### config.mk
export PLATFORM = sky130hd
export DESIGN_NAME = flash_wait_ctl
export DESIGN_NICKNAME = d
export VERILOG_FILES = /design/src/rtl/fwc_pkg.sv /design/src/rtl/fwc_control.sv /design/src/rtl/fwc_datapath.sv /design/src/rtl/flash_wait_ctl.sv
export SDC_FILE = /design/constraint.sdc
export NUM_CORES = 1
export LEC_CHECK = 0
export CAP_MARGIN = 20
export CORE_MARGIN = 2
export CORE_UTILIZATION = 45
export DETAILED_ROUTE_END_ITERATION = 16
export HOLD_SLACK_MARGIN = 0.06
export PLACE_DENSITY_LB_ADDON = 0.1
export SETUP_SLACK_MARGIN = 0.05
export SKIP_CTS_REPAIR_TIMING = 1
export SYNTH_ARGS = -nofsm -noshare
export SYNTH_HDL_FRONTEND = slang
export SYNTH_SLANG_ARGS = --single-unit
### constraint.sdc
create_clock -name clk -period 2 [get_ports clk]
set_clock_uncertainty 0.1 [all_clocks]
set_input_delay 0.3 -clock clk [delete_from_list [all_inputs] [get_ports clk]]
set_output_delay 0.3 -clock clk [all_outputs]
set_load 0.01 [all_outputs]
### src/rtl/fwc_pkg.sv
package fwc_pkg;

  localparam logic [31:0] CTRL_RESET = 32'h0000_8000;
  localparam logic [31:0] CTRL_MASK  = 32'h000F_CF04;

  typedef struct packed {
    logic [3:0] bufMode;
    logic       autoWs;
    logic       adrWs;
    logic [3:0] fws;
    logic       privOnly;
  } fwc_ctrl_t;

  typedef enum logic [1:0] {
    ST_IDLE = 2'd0,
    ST_WAIT = 2'd1,
    ST_RESP = 2'd2
  } fwc_state_t;

  typedef struct packed {
    logic accept;
    logic tick;
    logic finish;
    logic cfgWr;
    logic cfgRd;
    logic cfgDeny;
  } fwc_strobe_t;

  function automatic fwc_ctrl_t ctrlFromWord(input logic [31:0] w);
    fwc_ctrl_t c;
    c.bufMode  = w[19:16];
    c.autoWs   = w[15];
    c.adrWs    = w[14];
    c.fws      = w[11:8];
    c.privOnly = w[2];
    return c;
  endfunction

  function automatic logic [31:0] ctrlToWord(input fwc_ctrl_t c);
    logic [31:0] w;
    w        = '0;
    w[19:16] = c.bufMode;
    w[15]    = c.autoWs;
    w[14]    = c.adrWs;
    w[11:8]  = c.fws;
    w[2]     = c.privOnly;
    return w;
  endfunction

  function automatic int unsigned autoCycles(input int unsigned clkPs,
                                             input int unsigned accPs);
    return (accPs + 5000 + clkPs - 1) / clkPs + 2;
  endfunction

endpackage

### src/rtl/fwc_control.sv
module fwc_control
  import fwc_pkg::*;
(
  input  logic        clk,
  input  logic        rstN,
  input  logic        cfgValid,
  input  logic        cfgWrite,
  input  logic        cfgPriv,
  input  logic        privOnly,
  input  logic        rdReq,
  input  logic        cntZero,
  output fwc_strobe_t stb,
  output logic        rdIdle,
  output logic        rdReady,
  output logic        cfgErr
);

  fwc_state_t state, stateNext;
  logic       allowed;

  assign allowed = !privOnly || cfgPriv;

  always_comb begin
    stb         = '0;
    stb.accept  = (state == ST_IDLE) && rdReq;
    stb.tick    = (state == ST_WAIT) && !cntZero;
    stb.finish  = (state == ST_WAIT) && cntZero;
    stb.cfgWr   = cfgValid && cfgWrite && allowed;
    stb.cfgRd   = cfgValid && !cfgWrite && allowed;
    stb.cfgDeny = cfgValid && !allowed;
  end

  always_comb begin
    stateNext = state;
    unique case (state)
      ST_IDLE: if (stb.accept) stateNext = ST_WAIT;
      ST_WAIT: if (stb.finish) stateNext = ST_RESP;
      ST_RESP: stateNext = ST_IDLE;
      default: stateNext = ST_IDLE;
    endcase
  end

  always_ff @(posedge clk or negedge rstN) begin
    if (!rstN) begin
      state   <= ST_IDLE;
      rdReady <= 1'b0;
      cfgErr  <= 1'b0;
    end else begin
      state   <= stateNext;
      rdReady <= stb.finish;
      cfgErr  <= stb.cfgDeny;
    end
  end

  assign rdIdle = (state == ST_IDLE);

  // completion strobe lasts one cycle
  a_r9_ready_single: assert property (@(posedge clk) disable iff (!rstN)
    rdReady |=> !rdReady);

  // a pending wait is never abandoned by a new request
  a_r10_busy_hold: assert property (@(posedge clk) disable iff (!rstN)
    (state == ST_WAIT && !cntZero) |=> (state == ST_WAIT));

  // busy cycles never reopen acceptance mid-wait
  a_r10_not_idle: assert property (@(posedge clk) disable iff (!rstN)
    rdReady |-> !rdIdle);

  // error only follows an unprivileged access under the privilege flag
  a_r3_err_source: assert property (@(posedge clk) disable iff (!rstN)
    cfgErr |-> $past(cfgValid && privOnly && !cfgPriv));

endmodule

### src/rtl/fwc_datapath.sv
module fwc_datapath
  import fwc_pkg::*;
#(
  parameter int ADDR_W  = 16,
  parameter int DATA_W  = 32,
  parameter int WORDS   = 4,
  parameter int AUTO_WS = 10
) (
  input  logic                      clk,
  input  logic                      rstN,
  input  fwc_strobe_t               stb,
  input  logic [31:0]               cfgWdata,
  input  logic [ADDR_W-1:0]         rdAddr,
  input  logic [DATA_W*WORDS-1:0]   flashRdata,
  output logic                      privOnly,
  output logic                      cntZero,
  output logic [ADDR_W-$clog2(WORDS)-1:0] flashAddr,
  output logic [DATA_W-1:0]         rdData,
  output logic [31:0]               cfgRdata
);

  localparam int WB     = $clog2(WORDS);
  localparam int LW     = ADDR_W - WB;
  localparam int LINE_W = DATA_W * WORDS;
  localparam int MAXW   = ((AUTO_WS > 15) ? AUTO_WS : 15) + 1;
  localparam int CW     = $clog2(MAXW + 1);

  fwc_ctrl_t         ctrlReg;
  logic [CW-1:0]     cnt;
  logic [LW-1:0]     lineReg;
  logic [WB-1:0]     wordReg;
  logic              hitReg;
  logic              bufValid;
  logic [LW-1:0]     bufTag;
  logic [LINE_W-1:0] bufLine;

  logic [DATA_W-1:0] bufWords   [WORDS];
  logic [DATA_W-1:0] flashWords [WORDS];

  for (genvar g = 0; g < WORDS; g++) begin : gSplit
    assign bufWords[g]   = bufLine[g*DATA_W +: DATA_W];
    assign flashWords[g] = flashRdata[g*DATA_W +: DATA_W];
  end

  // wait-count selection
  logic [CW-1:0] adrCnt, progCnt, autoCnt, flashWait, hitWait;
  logic          detOn, reqHit;
  logic [LW-1:0] reqLine;

  always_comb begin
    adrCnt    = CW'(ctrlReg.adrWs);
    progCnt   = CW'(ctrlReg.fws);
    autoCnt   = CW'(AUTO_WS);
    flashWait = adrCnt + (ctrlReg.autoWs ? autoCnt : progCnt);
    detOn     = (ctrlReg.bufMode == 4'd1) && !ctrlReg.autoWs;
    hitWait   = detOn ? (adrCnt + progCnt) : '0;
  end

  assign reqLine = rdAddr[ADDR_W-1:WB];
  assign reqHit  = bufValid && (bufTag == reqLine);
  assign cntZero = (cnt == '0);

  // control register
  always_ff @(posedge clk or negedge rstN) begin
    if (!rstN) begin
      ctrlReg  <= ctrlFromWord(CTRL_RESET);
      cfgRdata <= '0;
    end else begin
      if (stb.cfgWr) ctrlReg <= ctrlFromWord(cfgWdata);
      cfgRdata <= stb.cfgRd ? ctrlToWord(ctrlReg) : '0;
    end
  end

  assign privOnly = ctrlReg.privOnly;

  // request capture and wait counter
  always_ff @(posedge clk or negedge rstN) begin
    if (!rstN) begin
      cnt     <= '0;
      lineReg <= '0;
      wordReg <= '0;
      hitReg  <= 1'b0;
    end else if (stb.accept) begin
      cnt     <= reqHit ? hitWait : flashWait;
      lineReg <= reqLine;
      wordReg <= rdAddr[WB-1:0];
      hitReg  <= reqHit;
    end else if (stb.tick) begin
      cnt <= cnt - 1'b1;
    end
  end

  assign flashAddr = lineReg;

  // read buffer and returned data
  always_ff @(posedge clk or negedge rstN) begin
    if (!rstN) begin
      bufValid <= 1'b0;
      bufTag   <= '0;
      bufLine  <= '0;
      rdData   <= '0;
    end else begin
      rdData <= '0;
      if (stb.finish) begin
        if (hitReg) begin
          rdData <= bufWords[wordReg];
        end else begin
          rdData   <= flashWords[wordReg];
          bufLine  <= flashRdata;
          bufTag   <= lineReg;
          bufValid <= 1'b1;
        end
      end
    end
  end

  // refused access leaves the register alone
  a_r3_deny_keeps: assert property (@(posedge clk) disable iff (!rstN)
    stb.cfgDeny |=> $stable(ctrlReg));

  // unimplemented bits never read back
  a_r2_reserved_zero: assert property (@(posedge clk) disable iff (!rstN)
    (cfgRdata & ~CTRL_MASK) == 32'h0);

  // deterministic buffer timing is dropped under automatic mode
  a_r8_auto_hit_zero: assert property (@(posedge clk) disable iff (!rstN)
    (stb.accept && reqHit && ctrlReg.autoWs) |=> cntZero);

  // a completed miss fills the buffer with its own line
  a_r12_fill_on_miss: assert property (@(posedge clk) disable iff (!rstN)
    (stb.finish && !hitReg) |=> (bufValid && bufTag == $past(lineReg)));

  // data appears only right after completion
  a_r9_data_quiet: assert property (@(posedge clk) disable iff (!rstN)
    (rdData != '0) |-> $past(stb.finish));

endmodule

### src/rtl/flash_wait_ctl.sv
module flash_wait_ctl
  import fwc_pkg::*;
#(
  parameter int ADDR_W        = 16,
  parameter int DATA_W        = 32,
  parameter int LINE_WORDS    = 4,
  parameter int CLK_PERIOD_PS = 4000,
  parameter int ACCESS_PS     = 25000
) (
  input  logic                                clk,
  input  logic                                rstN,
  input  logic                                cfgValid,
  input  logic                                cfgWrite,
  input  logic                                cfgPriv,
  input  logic [31:0]                         cfgWdata,
  output logic [31:0]                         cfgRdata,
  output logic                                cfgErr,
  input  logic                                rdReq,
  input  logic [ADDR_W-1:0]                   rdAddr,
  output logic                                rdIdle,
  output logic                                rdReady,
  output logic [DATA_W-1:0]                   rdData,
  output logic [ADDR_W-$clog2(LINE_WORDS)-1:0] flashAddr,
  input  logic [DATA_W*LINE_WORDS-1:0]        flashRdata
);

  localparam int AUTO_WS = int'(autoCycles(CLK_PERIOD_PS, ACCESS_PS));

  fwc_strobe_t stb;
  logic        privOnly;
  logic        cntZero;

  fwc_control uCtrl (
    .clk      (clk),
    .rstN     (rstN),
    .cfgValid (cfgValid),
    .cfgWrite (cfgWrite),
    .cfgPriv  (cfgPriv),
    .privOnly (privOnly),
    .rdReq    (rdReq),
    .cntZero  (cntZero),
    .stb      (stb),
    .rdIdle   (rdIdle),
    .rdReady  (rdReady),
    .cfgErr   (cfgErr)
  );

  fwc_datapath #(
    .ADDR_W  (ADDR_W),
    .DATA_W  (DATA_W),
    .WORDS   (LINE_WORDS),
    .AUTO_WS (AUTO_WS)
  ) uData (
    .clk        (clk),
    .rstN       (rstN),
    .stb        (stb),
    .cfgWdata   (cfgWdata),
    .rdAddr     (rdAddr),
    .flashRdata (flashRdata),
    .privOnly   (privOnly),
    .cntZero    (cntZero),
    .flashAddr  (flashAddr),
    .rdData     (rdData),
    .cfgRdata   (cfgRdata)
  );

endmodule

==> impl_metrics.csv <==
group,metric,value,unit
setup_path,worstSetupEndpointType,"flop",
setup_path,cpPeakStageDelay,0.46,ns
global_route,grt_pass1_vias,7380,
yosys,synth_area_leaders,"dfrtp_1, mux4_2, mux2_2, mux2_1, mux2i_1",
setup_path,worst-path-buf-inv,4,
die,ios,263,
route,vias,6794,
route,routedWlPerCell,19.4,um
setup_path,r2r_slack,-0.26,ns
placed_design,dp.final_hpwl,17100,um
yosys,yosys_warnings,0,
yosys,synth_edf_count,0,
yosys,synth_top_area_cell,"dfrtp_1",
yosys,yosysUniqueCellTypes,41,
setup_path,worstSetupPathType,"reg2reg",
global_route,antenna_found_initial,3,
yosys,ys_seq_area_share,53.3,%
die,rows,55,
power_and_ir_drop,power_density,1340,mW/mm2
layout,area.growth.synth_to_final,35.7,%
global_route,track_usage,19.8,%
setup_path,critical_path.top_delay_family,"simple AND/OR/NAND/NOR gates",
yosys,synth_most_common_cell,"dfrtp_1",
timing,fin_ws,-0.256,ns
route,first_pass_iters,4,
clocking,cts_max_level,1,
global_route,grt_pass1_wl,38200,um
timing,setup_viol_count_final,143,
timing,fin_crit_sh,113,%
placed_design,gp_congestion,0.773,
setup_path,arrival,2.53,ns
route,drc,0,
yosys,ys_ff_latch,223,
clocking,root_buffer,"clkbuf_16",
yosys,yosys-top-cells-count,"dfrtp_1, mux2_2, mux2_1",
die,die_h,157,um
clocking,clk_path_buf_depth,3,
outcome,violations,"negative setup slack",
clocking,cts_inserted_buffers,24,
clocking,clk_latency,0.50,ns
yosys,postSynthCellCount,716,
setup_path,critPathLaunchType,"flop",
yosys,ys_dominant_reg_cell,"dfrtp_1",
layout,fin_area,0.0142,mm2
outcome,outcome,"finished, violations left",
yosys,ys_async_sr_fraction,100,%
setup_path,crit_path_cell_trace,"inv_2 -> ha_4 -> or4b_4 -> inv_2 -> nand2_4 -> nor2_8 -> buf_4 -> buf_12 -> mux2_1",
timing,tightest_slew,0.590,ns
layout,layout.nets,1156,
setup_path,slowest_stage,"or4b_4",
power_and_ir_drop,p_leak,5.87,nW
hold_path,hold_path_class,"in2async",
timing,tns,-31.40,ns
run,drv_cap,0,
power_and_ir_drop,ir_drop,0.762,mV
clocking,cts.reportedPaths.clkPinSlew,0.06,ns
timing,rsz0062_at_grt,"yes",
timing,fin_crit,2.26,ns
die,fp.dieW,157,um
setup_path,cp_max_fo,22,
setup_path,ff2ff_path_depth,9,
clocking,cts_tree,"yes",
timing,hold_violations,0,
setup_path,crit-reg2reg-capture,"uData.bufLine[90]$_DFFE_PN0P_",
global_route,grt_overflow,0,
die,core_area,0.0227,mm2
die,initial_utilization,46.1,%
clocking,clock_sinks,223,
yosys,synth_top_area_share,53.0,%
placed_design,portBuffers,220,
placed_design,placed_area,0.0132,mm2
die,die_area,0.0245,mm2
layout,drive_gt1_share,26.8,%
route,vias_per_cell,5.34,
global_route,grt_max_degree,50,
setup_path,cp.required,2.27,ns
layout,fill_cells,1739,
route,initialDrtViolationCount,248,
setup_path,crit_top_cell,"inv_2",
timing,relSlewSlack,60.5,%
yosys,syn_area,0.0105,mm2
setup_path,reg2reg_from,"uData.cnt[0]$_DFFE_PN0P_",
yosys,synth.avg_cell_area,14.6,um2
timing,fmaxAchievable,443,MHz
route,ant_nets,0,
power_and_ir_drop,finalPower,19.0,mW
route,routed_wirelength,24600,um
timing,drv_slew,0,
## routing by layer
metal	GRT usage, %	wire length (um)	vias up
li1	-	-	3047
met3	5.01	1640	39
met5	0	24	-
met4	4.98	418	4
met1	24.7	9810	3503
met2	34.7	12800	201
## sequential cells by signal, indices dropped and copies added, names as in the netlist, 2 cells and up
| signal | flops |
|---|---|
| uData.bufLine | 128 |
| uData.rdData | 32 |
| uData.bufTag | 14 |
| uData.flashAddr | 14 |
| uData.cfgRdata | 11 |
| uData.ctrlReg | 9 |
| uData.cnt | 5 |
| uCtrl.state | 2 |
| uData.wordReg | 2 |
## through the flow
step,hold WS [ns],setup slack (ns),util (%),instances
finish,0.184,-0.256,62.6,1272
global route,0.206,-0.337,62.6,1272
floorplan,-0.0956,-0.207,-,736
CTS,-0.393,-0.298,61.7,1262
detailed placement,0.147,-0.283,58.2,1219
global placement,0.135,-0.259,58.2,1219
## power breakdown
group          switching (mW)  internal, mW  total, mW
logic                    2.65          4.53       7.18
registers                1.06          6.35       7.41
clock network            1.72          2.67       4.38
## cell type report
type	count	area, um2	area share [%]
antenna	1	2.50	0.0176
clock buffer	37	741	5.21
clock inverter	6	57.6	0.405
inverter	6	22.5	0.159
multi-input combinational	442	4580	32.2
sequential	223	5590	39.3
tap	285	357	2.51
timing repair buffer	272	2860	20.1
## worst max path at each step
stage	from	to	cells past startpoint	slack, ns
floorplan	uData.cnt[0]$_DFFE_PN0P_	uData.bufLine[33]$_DFFE_PN0P_	9	-0.21
global placement	uData.cnt[1]$_DFFE_PN0P_	uData.bufLine[14]$_DFFE_PN0P_	9	-0.26
detailed placement	uData.cnt[1]$_DFFE_PN0P_	uData.bufLine[42]$_DFFE_PN0P_	9	-0.28
CTS	uData.cnt[1]$_DFFE_PN0P_	uData.bufLine[113]$_DFFE_PN0P_	9	-0.30
global route	uData.cnt[0]$_DFFE_PN0P_	uData.bufLine[64]$_DFFE_PN0P_	9	-0.34
finish	uData.cnt[0]$_DFFE_PN0P_	uData.bufLine[90]$_DFFE_PN0P_	9	-0.26
## layout by cell type, fill, tap and decap left out, types with 4 or more instances in the layout
cell / n
dfrtp_1: 219
clkdlybuf4s50_1: 218
mux2_2: 84
mux4_2: 64
mux2_1: 61
nand2_1: 56
nor2_1: 37
mux2i_1: 33
clkbuf_16: 27
buf_4: 27
conb_1: 21
xnor2_1: 18
buf_12: 14
and2_1: 11
mux2_4: 9
nand3_1: 9
clkbuf_8: 7
buf_6: 6
nand4_1: 5
clkbuf_1: 5
ha_1: 4
clkinv_2: 4
## cells by family (layout without fill, tap and decap cells)
family | Yosys count | count (layout) | synth area share (%)
and+or+nand+nor | 136 | 136 | 6.06
other | 1 | 22 | 0.0358
buffers and inverters | 71 | 321 | 4.23
xor gates and xnor gates | 21 | 21 | 1.76
DFF | 223 | 223 | 53.3
AOI/OAI and AO/OA | 8 | 8 | 0.550
muxes | 251 | 251 | 33.5
adders and majority gates | 5 | 5 | 0.597
No activity file was read; power rests on OpenSTA's default activity.
